--- src/rtl/idload_pkg.sv ---
package idload_pkg;

  localparam int WORD_W    = 16;
  localparam int NUM_WORDS = 3;
  localparam int IDX_W     = $clog2(NUM_WORDS);

  localparam logic [1:0] SIG_GOOD  = 2'b01;
  localparam int         SIG_HI    = 15;
  localparam int         SIG_LO    = 14;
  localparam int         LOAD_BIT  = 13;
  localparam int         REVF_HI   = 10;
  localparam int         REVF_LO   = 8;

  typedef enum logic [1:0] {
    ST_START,
    ST_REQ,
    ST_WAIT,
    ST_DONE
  } loadState_t;

  // strobes from sequencer to datapath
  typedef struct packed {
    logic capCtrl;
    logic capSub;
    logic commit;
  } dpStrobe_t;

  function automatic logic loadPermitted(input logic [WORD_W-1:0] ctrlWord);
    return (ctrlWord[SIG_HI:SIG_LO] == SIG_GOOD) && ctrlWord[LOAD_BIT];
  endfunction

endpackage

--- src/rtl/idload_ctrl.sv ---
module idload_ctrl
  import idload_pkg::*;
#(
  parameter int              ADDR_W      = 8,
  parameter logic [ADDR_W-1:0] BASE_ADDR = 8'h0A,
  parameter int              TIMEOUT_CYC = 1024
) (
  input  logic              clk,
  input  logic              rst_n,
  input  logic              eeDone,
  output logic              eeReq,
  output logic [ADDR_W-1:0] eeAddr,
  output dpStrobe_t         strobe,
  output logic              loadDone
);

  localparam int TMR_W = $clog2(TIMEOUT_CYC + 1);
  localparam logic [TMR_W-1:0] TMR_LAST = TMR_W'(TIMEOUT_CYC - 1);
  localparam logic [IDX_W-1:0] IDX_LAST = IDX_W'(NUM_WORDS - 1);

  loadState_t        state, stateNext;
  logic [IDX_W-1:0]  wordIdx;
  logic [TMR_W-1:0]  waitTmr;
  logic              accept;
  logic              expired;
  logic              lastWord;

  assign accept   = (state == ST_WAIT) && eeDone;
  assign expired  = (state == ST_WAIT) && !eeDone && (waitTmr == TMR_LAST);
  assign lastWord = (wordIdx == IDX_LAST);

  always_comb begin
    stateNext = state;
    unique case (state)
      ST_START: stateNext = ST_REQ;
      ST_REQ:   stateNext = ST_WAIT;
      ST_WAIT: begin
        if (accept)       stateNext = lastWord ? ST_DONE : ST_REQ;
        else if (expired) stateNext = ST_DONE;
      end
      ST_DONE:  stateNext = ST_DONE;
      default:  stateNext = ST_DONE;
    endcase
  end

  always_ff @(posedge clk or negedge rst_n) begin
    if (!rst_n) begin
      state <= ST_START;
    end else begin
      state <= stateNext;
    end
  end

  always_ff @(posedge clk or negedge rst_n) begin
    if (!rst_n) begin
      wordIdx <= '0;
      eeAddr  <= BASE_ADDR;
    end else if (accept && !lastWord) begin
      wordIdx <= wordIdx + 1'b1;
      eeAddr  <= eeAddr + 1'b1;
    end
  end

  always_ff @(posedge clk or negedge rst_n) begin
    if (!rst_n) begin
      waitTmr <= '0;
    end else if (state == ST_WAIT) begin
      waitTmr <= waitTmr + 1'b1;
    end else begin
      waitTmr <= '0;
    end
  end

  always_comb begin
    strobe         = '0;
    strobe.capCtrl = accept && (wordIdx == IDX_W'(0));
    strobe.capSub  = accept && (wordIdx == IDX_W'(1));
    strobe.commit  = accept && lastWord;
  end

  assign eeReq    = (state == ST_REQ);
  assign loadDone = (state == ST_DONE);

endmodule

--- src/rtl/idload_dp.sv ---
module idload_dp
  import idload_pkg::*;
#(
  parameter logic [4:0] REV_UPPER   = 5'b00001,
  parameter logic [7:0] REV_DEFAULT = 8'h08
) (
  input  logic              clk,
  input  logic              rst_n,
  input  dpStrobe_t         strobe,
  input  logic [WORD_W-1:0] eeData,
  output logic [WORD_W-1:0] subsysId,
  output logic [WORD_W-1:0] subsysVendorId,
  output logic [7:0]        revisionId
);

  logic [WORD_W-1:0] ctrlWord;
  logic [WORD_W-1:0] subWord;
  logic              permit;

  always_ff @(posedge clk or negedge rst_n) begin
    if (!rst_n) begin
      ctrlWord <= '0;
      subWord  <= '0;
    end else begin
      if (strobe.capCtrl) ctrlWord <= eeData;
      if (strobe.capSub)  subWord  <= eeData;
    end
  end

  assign permit = loadPermitted(ctrlWord);

  // fields are written once, at the end, so they never show partial data
  always_ff @(posedge clk or negedge rst_n) begin
    if (!rst_n) begin
      subsysId       <= '0;
      subsysVendorId <= '0;
      revisionId     <= REV_DEFAULT;
    end else if (strobe.commit && permit) begin
      subsysId       <= subWord;
      subsysVendorId <= eeData;
      revisionId     <= {REV_UPPER, ctrlWord[REVF_HI:REVF_LO]};
    end
  end

endmodule

--- src/rtl/idAutoload.sv ---
module idAutoload
  import idload_pkg::*;
#(
  parameter int                ADDR_W      = 8,
  parameter logic [ADDR_W-1:0] BASE_ADDR   = 8'h0A,
  parameter int                TIMEOUT_CYC = 1024,
  parameter logic [4:0]        REV_UPPER   = 5'b00001,
  parameter logic [7:0]        REV_DEFAULT = 8'h08
) (
  input  logic              clk,
  input  logic              rst_n,
  output logic              eeReq,
  output logic [ADDR_W-1:0] eeAddr,
  input  logic              eeDone,
  input  logic [15:0]       eeData,
  output logic [15:0]       subsysId,
  output logic [15:0]       subsysVendorId,
  output logic [7:0]        revisionId,
  output logic              loadDone,
  output logic              cfgRetry
);

  dpStrobe_t strobe;

  idload_ctrl #(
    .ADDR_W      (ADDR_W),
    .BASE_ADDR   (BASE_ADDR),
    .TIMEOUT_CYC (TIMEOUT_CYC)
  ) ctrl_i (
    .clk      (clk),
    .rst_n    (rst_n),
    .eeDone   (eeDone),
    .eeReq    (eeReq),
    .eeAddr   (eeAddr),
    .strobe   (strobe),
    .loadDone (loadDone)
  );

  idload_dp #(
    .REV_UPPER   (REV_UPPER),
    .REV_DEFAULT (REV_DEFAULT)
  ) dp_i (
    .clk            (clk),
    .rst_n          (rst_n),
    .strobe         (strobe),
    .eeData         (eeData),
    .subsysId       (subsysId),
    .subsysVendorId (subsysVendorId),
    .revisionId     (revisionId)
  );

  assign cfgRetry = !loadDone;

endmodule

--- config.mk ---
export PLATFORM = sky130hd
export DESIGN_NAME = idAutoload
export DESIGN_NICKNAME = d
export VERILOG_FILES = /design/src/rtl/idload_pkg.sv /design/src/rtl/idload_ctrl.sv /design/src/rtl/idload_dp.sv /design/src/rtl/idAutoload.sv
export SDC_FILE = /design/constraint.sdc
export NUM_CORES = 1
export LEC_CHECK = 0
export BUFFER_PORTS_ARGS = -buffer_cell sky130_fd_sc_hd__buf_2
export CAP_MARGIN = 20
export CELL_PAD_IN_SITES_DETAIL_PLACEMENT = 0
export CELL_PAD_IN_SITES_GLOBAL_PLACEMENT = 1
export CORE_AREA = 2 2 84 102
export DETAILED_ROUTE_END_ITERATION = 16
export DIE_AREA = 0 0 86 104
export HOLD_SLACK_MARGIN = 0.12
export PLACE_DENSITY = 0.78
export SETUP_SLACK_MARGIN = 0.05
export SLEW_MARGIN = 10
export SYNTH_ARGS = -nofsm -noshare
export SYNTH_HDL_FRONTEND = slang
export SYNTH_SLANG_ARGS = --single-unit
export TNS_END_PERCENT = 50
--- constraint.sdc ---
create_clock -name clk -period 2 [get_ports clk]
set_clock_uncertainty 0.1 [all_clocks]
set_input_delay 0.3 -clock clk [delete_from_list [all_inputs] [get_ports clk]]
set_output_delay 0.3 -clock clk [all_outputs]
set_load 0.1 [all_outputs]
==> results by group <==
Die
  • Die Area: 8944 um2
  • Std cell rows: 36
  • Num ports: 70
  • Die width: approximately 86 um
  • Die Ht: between 100 and 150 um
  • Core area: 7973 um2
  • Starting density of the core: 42.07%

Cells and area
  • Ratio of cells with drive above 1 in the final layout: 47.24%
  • Non-Filler Instances: 421
  • Register Area: roughly 2000 um2
  • # fillers: about 670
  • Nets: 345
  • Area occupied by multi-input gates: approximately 1200 um2
  • Util after Layout: 52.54%
  • # diodes: 0
  • Area grow syn2layout: 24.88%

Synth
  • Cells after Synth: roughly 230
  • Cell taking the most area after synthesis: dfrtp_1
  • Sequential share of the synthesized area: between 50 and 60%
  • Synth cell types: 39
  • Area share of the largest cell type after synthesis: 58.19%
  • Post-Syn Area: 3354 um2
  • Synth Area per Inst: roughly 14 um2
  • Main area contributors after synthesis: dfrtp_1, mux2_2, mux2_4, ha_1, buf_12
  • Seq cells post-synth: 80
  • YS warnings: 0

STA
  • Max transition margin: 66.67%
  • Fin crit share: 92.27%
  • Setup TNS: 0 ns
  • RSZ-0062 raised after global routing: no
  • Least-Margin Pin Slew: 0.4994 ns
  • Min Clock Period, post-route: 1.845 ns
  • Final Hold Vio Count: 0
  • Fin. max-slew vios: 0
  • Setup violations, final: 0
  • Fmax achieved: between 500 and 600 MHz

Setup path
  • CP cell instances: inv_2 -> ha_2 -> and4b_1 -> and3_4 -> buf_6 -> mux2_2
  • WP buf/inv: 2
  • Critical path fanouts, max: 8
  • Crit Reg-Reg Endpoint: dp_i.revisionId[1]$_DFFE_PN0P_
  • Worst R2R Start: ctrl_i.wordIdx[0]$_DFFE_PN0P_
  • Delay-heaviest family, CP: simple AND/OR/NAND/NOR gates
  • CP peak stage delay: 0.40 ns
  • CP Launch Type: flop
  • Worst reg2reg setup slack: 0.15 ns
  • Required time of the critical path: 2.14 ns
  • WP data arrival: 1.99 ns
  • Slowest stage cell, crit path: dfrtp_1
  • Critical Setup Path Class: reg -> reg
  • FF-to-FF path depth: 6
  • Crit end category: flop

GRT
  • Grt peak-use layer: met2
  • Largest net degree at the start of global routing: 81
  • First-pass GRT wire length: ~9.7 mm
  • M2 GR Usage: a little over a fifth
  • M1 GR Usage: 17.42%
  • GRT Total Usage: 13.71%
  • Number of global-route vias before repair: 2065
  • GRT met3 Usage: 2.619%
  • Initial antenna violation count: 0
  • Total grt overflow: 0

Power and ir drop
  • Clock power frac: between 30% and 40%
  • Psw: 0.0009083 W
  • Total Power: 0.003444 W
  • Peak VDD IR: 0.0004902 V
  • Leakage: 2.172 nW
  • Sequential power share: 50.8%
  • Switching Fraction: approximately a quarter
  • Internal Power: ~0.0025 W
  • Pwr Density: 822.1 nW/um2
  • Power share of the combinational group: between 10% and 20%

Detailed routing
  • First DRT Iteration DRCs: slightly below 90
  • Final wirelength: 6.048 mm
  • Avg WL per Cell: 14.37 um
  • Routed via count: 2060
  • Drt drc: 0
  • DR pass1 iterations: 2
  • Final ANT Viol Nets: 0
  • Mean number of vias per cell: between 4 and 5

Placement
  • DP Wirelength: approximately 3.7 mm
  • Inst Count DP: slightly below 400
  • Port Buf Inserts: between 60 and 70
  • Routability congestion estimate: 0.7397

CTS
  • H-tree depth: 3
  • CTS tree: done
  • Clk pin slew, worst setup/hold paths: 0.08 ns
  • Clock Root Buffer: clkbuf_8
  • CTS sink cnt: 80
  • Total CTS buffers: 9
  • Clock Latency Late Sink: about 0.34 ns
  • Clk buf depth: 2

Job
  • Max_cap viols: 0

Min path
  • Hold path depth: 2
  • Min-Delay Endpoint: dp_i.subWord[15]$_DFFE_PN0P_
  • Worst hold path class: in -> reg
  • Hold Startpoint: eeData[15]

Run status
  • Status: finished, final reports clean
[sequential cells by signal, indices dropped and copies added (netlist names)]
signal,count
dp_i.subWord,16
dp_i.subsysId,16
dp_i.subsysVendorId,16
ctrl_i.waitTmr,11
ctrl_i.eeAddr,8
dp_i.ctrlWord,6
dp_i.revisionId,3
ctrl_i.state,2
ctrl_i.wordIdx,2
[worst max-delay path by stage]
stage | from | to | cells after the start
floorplan | ctrl_i.eeAddr[2]$_DFFE_PN0P_ | ctrl_i.eeAddr[7]$_DFFE_PN0P_ | 3
global placement | ctrl_i.wordIdx[0]$_DFFE_PN0P_ | dp_i.subsysId[11]$_DFFE_PN0P_ | 6
detailed placement | ctrl_i.wordIdx[0]$_DFFE_PN0P_ | dp_i.subsysVendorId[11]$_DFFE_PN0P_ | 6
CTS | ctrl_i.wordIdx[0]$_DFFE_PN0P_ | dp_i.revisionId[0]$_DFFE_PN0P_ | 6
global route | ctrl_i.wordIdx[0]$_DFFE_PN0P_ | dp_i.subsysId[11]$_DFFE_PN0P_ | 6
finish | ctrl_i.wordIdx[0]$_DFFE_PN0P_ | dp_i.revisionId[1]$_DFFE_PN0P_ | 6
[Yosys cell counts]
cell / count
and4b_1: 1
o311ai_0: 1
or2b_1: 1
dfstp_2: 2
o41ai_1: 1
nand4_1: 2
and2_1: 1
nand3_2: 1
buf_6: 2
nand3_1: 7
nor4_1: 1
xor2_1: 6
mux2_4: 7
or3_1: 2
conb_1: 2
a21oi_1: 6
nand4bb_1: 1
inv_1: 5
nand2b_1: 1
nor3_1: 2
nor2_1: 6
and4bb_2: 1
mux2_2: 50
nor2b_4: 1
buf_4: 5
nand2_1: 11
and2b_1: 1
and3_1: 1
buf_12: 3
o21ai_0: 3
xnor2_1: 5
or4_1: 3
nand4_4: 1
clkbuf_1: 1
ha_1: 5
dfrtp_1: 78
a21o_1: 1
o31ai_1: 3
buf_2: 1
[per-stage QoR]
stage / hold WS (ns) / cell area [um2] / worst slack, ns
after floorplan: -0.09559 / 3372 / 0.1097
after global placement: 0.2551 / 3741 / 0.1662
after detailed placement: 0.2619 / 3741 / 0.1070
after CTS: 0.1290 / 4121 / 0.09243
after global routing: 0.1463 / 4189 / 0.07955
final: 0.1439 / 4189 / 0.1546
[area by class of cell]
cell class / count / area share [%]
sequential: 80 / 47.85
multi-input combinational: 138 / 29.21
timing repair buffer: 87 / 14.37
clock buffer: 10 / 3.047
tap: 95 / 2.838
clock inverter: 6 / 2.151
inverter: 5 / 0.5376
[logic make-up (layout without fill, tap and decap cells)]
logic type / Yosys count / count (layout) / share of synthesized area (%)
adders and majority gates: 5 / 5 / 1.865
DFF: 80 / 80 / 59.75
muxes: 57 / 57 / 19.92
buffers and inverters: 17 / 108 / 4.401
xor gates and xnor gates: 11 / 11 / 2.872
and+or+nand+nor: 45 / 45 / 8.206
other: 2 / 5 / 0.2239
AOI/OAI and AO/OA: 15 / 15 / 2.760
[power groups by stage]
stage / clock, W / combinational [W] / sequential (W)
floorplan: 0 / 0.000163 / 0.00189
global placement: 0 / 0.000365 / 0.00178
detailed placement: 0 / 0.000373 / 0.00178
CTS: 0.00133 / 0.000398 / 0.00175
global route: 0.00141 / 0.000428 / 0.00176
finish: 0.00130 / 0.000393 / 0.00175
[cells in the final DEF (no fill, tap or decap), types with 6 or more instances in the layout]
cell,instances
clkbuf_8,9
nand3_1,7
mux2_4,7
xor2_1,6
nor2_1,6
buf_2,62
a21oi_1,6
nand2_1,10
mux2_2,50
dfrtp_1,78
dlygate4sd3_1,16
[per-layer routing]
layer | part of all wire, % | vias to the layer above
met2 | 49 | 42
met3 | 3.1 | 9
li1 | - | 982
met4 | 2.0 | 0
met5 | 0 | -
met1 | 46 | 1027
[timing repair]
item                                   in CTS  in global routing
gates cloned                                0                  3
setup endpoints to repair                   1                 35
endpoints found under the hold margin     113                  0
buffers inserted                            0                  0
hold buffers                               16                  0
pin swaps                                   0                  0
resized for setup                           1                  3
No activity file was read; power rests on OpenSTA's default activity.
